**config.mk**
```make
export PLATFORM = sky130hd
export DESIGN_NAME = scancode_line_mapper
export DESIGN_NICKNAME = d
export VERILOG_FILES = /design/src/rtl/klm_pkg.sv /design/src/rtl/klm_prefix.sv /design/src/rtl/klm_decode.sv /design/src/rtl/klm_lines.sv /design/src/rtl/scancode_line_mapper.sv
export SDC_FILE = /design/constraint.sdc
export NUM_CORES = 1
export LEC_CHECK = 0
export BUFFER_PORTS_ARGS = -buffer_cell sky130_fd_sc_hd__buf_2
export CORE_MARGIN = 2
export CORE_UTILIZATION = 52
export CTS_BUF_LIST = sky130_fd_sc_hd__clkbuf_4
export CTS_CLUSTER_DIAMETER = 120
export CTS_CLUSTER_SIZE = 30
export DETAILED_ROUTE_END_ITERATION = 8
export PLACE_DENSITY = 0.73
export RECOVER_POWER = 50
export SETUP_SLACK_MARGIN = 0.1
export SYNTH_ARGS = -nofsm -noshare
export SYNTH_HDL_FRONTEND = slang
export SYNTH_SLANG_ARGS = --single-unit
```
**constraint.sdc**
```tcl
create_clock -name clk -period 2.1 [get_ports clk]
set_input_delay 0.525 -clock clk [delete_from_list [all_inputs] [get_ports clk]]
set_output_delay 0.525 -clock clk [all_outputs]
set_load 0.005 [all_outputs]
```
**src/rtl/klm_pkg.sv**
```systemverilog
`timescale 1ns/1ps
package klm_pkg;
  // Byte that flags the following byte as an extended code.
  localparam int unsigned PREFIX_CODE = 32'hE0;

  // Extended (wheel) key codes.
  localparam int unsigned K_NAV_UP    = 32'h48;
  localparam int unsigned K_NAV_DOWN  = 32'h50;
  localparam int unsigned K_VOL_LEFT  = 32'h4B;
  localparam int unsigned K_VOL_RIGHT = 32'h4D;

  // Plain (push button) key codes.
  localparam int unsigned K_BTN_A = 32'h0F;
  localparam int unsigned K_BTN_B = 32'h32;
  localparam int unsigned K_BTN_C = 32'h1C;
  localparam int unsigned K_BTN_D = 32'h21;

  // Output line positions.
  localparam int unsigned L_VOL_STEP = 0;
  localparam int unsigned L_VOL_DIR  = 1;
  localparam int unsigned L_NAV_STEP = 2;
  localparam int unsigned L_NAV_DIR  = 3;
  localparam int unsigned L_BTN_A    = 4;
  localparam int unsigned L_BTN_B    = 5;
  localparam int unsigned L_BTN_C    = 6;
  localparam int unsigned L_BTN_D    = 7;
endpackage

```
**src/rtl/klm_prefix.sv**
```systemverilog
`timescale 1ns/1ps
module klm_prefix #(
  parameter int unsigned BYTE_W = 8
) (
  input  logic              clk,
  input  logic              rst,
  input  logic              in_valid,
  input  logic [BYTE_W-1:0] in_byte,
  output logic              is_prefix,
  output logic              ext_q
);
  import klm_pkg::*;

  assign is_prefix = (in_byte == BYTE_W'(PREFIX_CODE));

  // Every valid byte rewrites the flag: a prefix sets it, anything else consumes it.
  always_ff @(posedge clk) begin
    if (rst) ext_q <= 1'b0;
    else if (in_valid) ext_q <= is_prefix;
  end

  // a captured prefix arms the flag for the next byte
  p_prefix_arms_r2: assert property (@(posedge clk) disable iff (rst)
    in_valid && is_prefix |=> ext_q);

  // any non-prefix byte leaves the flag cleared
  p_ext_consumed_r8: assert property (@(posedge clk) disable iff (rst)
    in_valid && !is_prefix |=> !ext_q);

  // without a valid byte the flag holds its value
  p_ext_hold_r8: assert property (@(posedge clk) disable iff (rst)
    !in_valid |=> $stable(ext_q));
endmodule

```
**src/rtl/klm_decode.sv**
```systemverilog
`timescale 1ns/1ps
module klm_decode #(
  parameter int unsigned CODE_W = 7,
  parameter int unsigned LINES  = 8
) (
  input  logic              ext,
  input  logic [CODE_W-1:0] key,
  output logic [LINES-1:0]  mask,
  output logic              wheel
);
  import klm_pkg::*;

  always_comb begin
    mask  = '0;
    wheel = ext;
    if (ext) begin
      case (key)
        CODE_W'(K_NAV_UP):    begin mask[L_NAV_STEP] = 1'b1; mask[L_NAV_DIR] = 1'b1; end
        CODE_W'(K_NAV_DOWN):  mask[L_NAV_STEP] = 1'b1;
        CODE_W'(K_VOL_LEFT):  begin mask[L_VOL_STEP] = 1'b1; mask[L_VOL_DIR] = 1'b1; end
        CODE_W'(K_VOL_RIGHT): mask[L_VOL_STEP] = 1'b1;
        default:              mask = '0;
      endcase
    end else begin
      case (key)
        CODE_W'(K_BTN_A): mask[L_BTN_A] = 1'b1;
        CODE_W'(K_BTN_B): mask[L_BTN_B] = 1'b1;
        CODE_W'(K_BTN_C): mask[L_BTN_C] = 1'b1;
        CODE_W'(K_BTN_D): mask[L_BTN_D] = 1'b1;
        default:          mask = '0;
      endcase
    end
  end
endmodule

```
**src/rtl/klm_lines.sv**
```systemverilog
`timescale 1ns/1ps
module klm_lines #(
  parameter int unsigned LINES = 8
) (
  input  logic             clk,
  input  logic             rst,
  input  logic             ev_valid,
  input  logic             ev_release,
  input  logic             ev_wheel,
  input  logic [LINES-1:0] ev_mask,
  output logic [LINES-1:0] lines_n
);
  logic [LINES-1:0] held;
  logic [LINES-1:0] pend;
  logic             act, overlap, drop, pulse, apply;

  assign act     = ev_valid && (ev_mask != '0);
  assign overlap = (held & ev_mask) != '0;
  assign drop    = act && !ev_release && !ev_wheel && overlap;
  assign pulse   = act && !ev_release &&  ev_wheel && overlap;
  assign apply   = act && !drop;

  for (genvar i = 0; i < LINES; i++) begin : g_line
    logic line_q, held_q, pend_q;
    always_ff @(posedge clk) begin
      if (rst) begin
        line_q <= 1'b1;
        held_q <= 1'b0;
        pend_q <= 1'b0;
      end else begin
        pend_q <= pulse && ev_mask[i];
        if (apply && ev_mask[i]) begin
          line_q <= pulse ? 1'b1 : ev_release;
          held_q <= !ev_release;
        end else if (pend_q) begin
          line_q <= 1'b0;
        end
      end
    end
    assign lines_n[i] = line_q;
    assign held[i]    = held_q;
    assign pend[i]    = pend_q;
  end

  // with no event and no pending pulse the lines hold
  p_idle_hold_r2: assert property (@(posedge clk) disable iff (rst)
    !ev_valid && pend == '0 |=> $stable(lines_n));

  // a release drives every mapped line high
  p_release_high_r3: assert property (@(posedge clk) disable iff (rst)
    ev_valid && ev_release && ev_mask != '0 |=> (lines_n & $past(ev_mask)) == $past(ev_mask));

  // repeated button press changes nothing
  p_button_repeat_r6: assert property (@(posedge clk) disable iff (rst)
    ev_valid && !ev_release && !ev_wheel && overlap && pend == '0
    |=> $stable(lines_n) && $stable(held));

  // a repeated wheel press first raises its lines
  p_pulse_high_r7: assert property (@(posedge clk) disable iff (rst)
    ev_valid && !ev_release && ev_wheel && overlap
    |=> (lines_n & $past(ev_mask)) == $past(ev_mask));

  // the pending lines fall on the following cycle
  p_pulse_low_r7: assert property (@(posedge clk) disable iff (rst)
    pend != '0 && !ev_valid |=> (lines_n & $past(pend)) == '0);

  // an unmapped code leaves lines and held state alone
  p_unknown_r9: assert property (@(posedge clk) disable iff (rst)
    ev_valid && ev_mask == '0 && pend == '0 |=> $stable(lines_n) && $stable(held));
endmodule

```
**src/rtl/scancode_line_mapper.sv**
```systemverilog
`timescale 1ns/1ps
module scancode_line_mapper #(
  parameter int unsigned BYTE_W = 8,
  parameter int unsigned LINES  = 8
) (
  input  logic              clk,
  input  logic              rst,
  input  logic              in_valid,
  input  logic [BYTE_W-1:0] in_byte,
  output logic [LINES-1:0]  lines_n
);
  localparam int unsigned CODE_W = BYTE_W - 1;

  logic             is_prefix, ext_q, wheel;
  logic [LINES-1:0] mask;

  klm_prefix #(.BYTE_W(BYTE_W)) u_prefix (
    .clk       (clk),
    .rst       (rst),
    .in_valid  (in_valid),
    .in_byte   (in_byte),
    .is_prefix (is_prefix),
    .ext_q     (ext_q)
  );

  klm_decode #(.CODE_W(CODE_W), .LINES(LINES)) u_decode (
    .ext   (ext_q),
    .key   (in_byte[CODE_W-1:0]),
    .mask  (mask),
    .wheel (wheel)
  );

  klm_lines #(.LINES(LINES)) u_lines (
    .clk        (clk),
    .rst        (rst),
    .ev_valid   (in_valid && !is_prefix),
    .ev_release (in_byte[BYTE_W-1]),
    .ev_wheel   (wheel),
    .ev_mask    (mask),
    .lines_n    (lines_n)
  );
endmodule

```
==> results.py <==
metrics = {
    "status": {
        "status": "finished clean",
    },
    "pwr": {
        "p_leak_nw": 0.5768,
        "irDropWorstVdd_mv": 0.5879,
        "p_per_area_nw_per_um2": 542.2,
    },
    "global_route": {
        "met2_usage_pct": 33.45,
        "grt_pass1_vias": 1100,
        "grt.met3_usage_pct": 5.116,
        "grt_start_max_net_pins": 15,
        "grt_overflow_total": 0,
        "grt_usage_pct": 18.58,
        "grt_util_met1_pct": 21.79,
        "antenna_found_initial": 0,
        "grt_pass1_wl_um": 4698,
        "grt-busiest-layer": "met2",
    },
    "worst_setup_path": {
        "cp-startpoint": "in_byte[4]",
        "worst_setup_path_end_kind": "flop",
        "start_kind": "input port",
        "crit_arrival_ns": 2.20,
        "critPathSlowestCell": "a41o_1",
        "r2r_cells": 6,
        "crit_required_ns": 2.33,
        "cpPeakStageDelay_ns": 0.51,
        "r2r_start": "u_prefix.ext_q$_SDFFE_PP0P_",
        "path_max_fanout": 10,
        "reg2reg_to": "u_lines.g_line[6].held_q$_SDFFE_PP0P_",
        "critical_path_class": "input port to flop",
        "path_cells": "clkbuf_2 > nor4b_2 > a41o_1 > a21oi_4 > and2_1 > o2111a_1",
        "rrSetupSlack_ns": 0.26,
        "crit_path_end": "u_lines.g_line[6].held_q$_SDFFE_PP0P_",
    },
    "synthesis": {
        "synth_ff_type": "dfxtp_1",
        "yosys-top-cells-area": "dfxtp_1, buf_4, nor2_1",
        "ys_seq_area_share_pct": 35.27,
        "ys_types": 54,
        "postSynthAreaPerCell_um2": 9.396,
        "synthCells": 151,
        "yosysTopAreaCellShare_pct": 35.27,
        "netlist_area_um2": 1419,
        "synth-edff-count": 0,
        "synth-seq-cells": 25,
        "async_reset_ff_share_pct": 0,
        "yosys_warnings": 0,
        "yosys.area.top_type": "dfxtp_1",
    },
    "placement": {
        "place_area_um2": 1483,
        "gp_congestion": 0.8440,
        "io_buffers": 18,
        "dp.final_hpwl_um": 2106,
    },
    "sta": {
        "tns_ns": 0,
        "rsz0062_at_grt": "false",
        "slew_violations": 0,
        "finalSetupViolations": 0,
        "fmax_ghz": 0.5076,
        "fin_crit_sh_pct": 93.80,
        "finalHoldViolCount": 0,
        "fin_skew_ns": 0.002577,
        "layout_min_cycle_time_ns": 1.970,
    },
    "final_layout": {
        "n_antenna_cell": 0,
        "final_common_cell": "dfxtp_1",
        "design_area_um2": 1490,
        "drive_gt1_share_pct": 24.55,
        "syn_to_final_growth_pct": 5.026,
        "final_cell_mix": "dfxtp_1, nor2_1, buf_2",
        "final_nets": 179,
    },
    "routing": {
        "vias_per_cell": 5.695,
        "drt_iter0_markers": 23,
        "dr.pass1.iters": 4,
        "ant_nets": 0,
        "wirelength_um": 2783,
        "drc": 0,
        "post_drt_wl_per_cell_um": 14.13,
        "route.vias.total": 1122,
    },
    "clock_tree": {
        "h-tree-depth": 1,
        "clk_latency_ns": 0.32,
        "cts_buffers": 3,
        "cts_sinks": 25,
        "root_buffer": "clkbuf_4",
        "tritoncts": "built",
        "hold_buffers": 0,
        "max-clock-path-buffers": 2,
        "clk_pin_slew_ns": 0.13,
    },
    "job": {
        "drv_cap": 0,
    },
    "die": {
        "core_area_um2": 2522,
        "dieWidth_um": 56.24,
        "rows": 18,
        "die_h_um": 56.24,
        "start_util_pct": 56.25,
        "ios": 19,
        "die_area_um2": 3162,
    },
    "hold_path": {
        "hold_class": "input port to flop",
    },
}
-- worst min-delay path by stage --
stage / startpoint / end / slack (ns) / depth (start not counted)
2_1_floorplan: u_lines.g_line[7].held_q$_SDFFE_PP0P_ / u_lines.g_line[7].held_q$_SDFFE_PP0P_ / 0.44 / 1
3_3_place_gp: u_lines.g_line[7].held_q$_SDFFE_PP0P_ / u_lines.g_line[7].held_q$_SDFFE_PP0P_ / 0.46 / 1
3_5_place_dp: u_lines.g_line[7].held_q$_SDFFE_PP0P_ / u_lines.g_line[7].held_q$_SDFFE_PP0P_ / 0.46 / 1
4_1_cts: in_valid / u_prefix.ext_q$_SDFFE_PP0P_ / 0.43 / 2
5_1_grt: in_valid / u_prefix.ext_q$_SDFFE_PP0P_ / 0.43 / 2
6_report: in_valid / u_prefix.ext_q$_SDFFE_PP0P_ / 0.43 / 2
-- worst max-delay path: cells and delay by family --
family | cells | cell delay [ns]
AOI/OAI and AO/OA | 3 | 0.83
buffers and inverters | 1 | 0.18
and+or+nand+nor | 2 | 0.65
-- registers in the layout, summed over array words and instances, names as in the netlist --
| register | flops |
|---|---|
| u_prefix.ext_q | 1 |
| u_lines.g_line.held_q | 8 |
| u_lines.g_line.pend_q | 8 |
| u_lines.g_line.line_q | 8 |
-- metrics by stage --
stage / setup slack [ns] / instances / power [mW] / utilization, % / hold slack [ns]
final: 0.1301 / 197 / 0.8079 / 59.08 / 0.4323
after global routing: 0.07635 / 197 / 0.8465 / 59.08 / 0.4275
after CTS: 0.2500 / 197 / 0.8152 / 59.87 / 0.4289
after detailed placement: -0.02095 / 193 / 0.6074 / 58.78 / 0.4579
after global placement: -0.02539 / 193 / 0.6057 / 58.78 / 0.4566
after floorplan: 0.2083 / 154 / 0.5831 / - / 0.4400
-- area by class of cell --
| class | instances | area, µm² |
|---|---|---|
| fillers | 238 | 1032 |
| multi-input cells | 108 | 772.0 |
| flip-flops and latches | 25 | 500.5 |
| repair buffers | 24 | 130.1 |
| well taps | 30 | 37.54 |
| clock buffers | 3 | 22.52 |
| inverters | 6 | 22.52 |
| clock inverters | 1 | 5.005 |
-- report_power, final --
| group | internal (mW) | total [mW] | switching [mW] |
|---|---|---|---|
| sequential | 0.485 | 0.491 | 0.00559 |
| clock | 0.0714 | 0.213 | 0.142 |
| combinational | 0.0418 | 0.104 | 0.0624 |
| total | 0.598 | 0.808 | 0.210 |
-- cell families (layout without fill, tap and decap cells) --
kind of cell              Yosys count  in the layout  synth area share (%)
muxes                               2              2                 1.499
other                               1              4                0.2643
and+or+nand+nor                    71             71                 35.19
DFF                                25             25                 35.27
AOI/OAI and AO/OA                  29             29                 15.96
buffers and inverters              21             34                 10.05
xor gates and xnor gates            2              2                 1.764
-- layer usage --
layer  vias to the layer above  part of all wire (%)  routed length [µm]
li1                        571                     -                   -
met1                       528                    45                1259
met2                        19                    50                1398
met3                         4                   3.7                 103
met4                         0                  0.79                  22
met5                         -                     0                   0
-- cell usage after synthesis, drive strengths merged (2+ instances only) --
cell type / n
nand4: 5
a21oi: 4
clkbuf: 2
nand4b: 4
a21o: 2
nand3: 4
and3b: 2
nor3: 6
nand2b: 3
nor4b: 3
o21ai: 4
nor3b: 3
nor2: 16
a31oi: 3
inv: 6
nor2b: 2
nand2: 12
buf: 13
a211oi: 5
nor4: 2
dfxtp: 25
nand3b: 2
nand4bb: 2
-- what timing repair did --
| action | CTS | global route |
|---|---|---|
| gates resized for setup | 0 | 1 |
| endpoints found under the setup margin | 0 | 2 |
| hold endpoints to repair | 0 | 0 |
| buffers inserted | 0 | 0 |
Power figures use the tool's default switching activity.
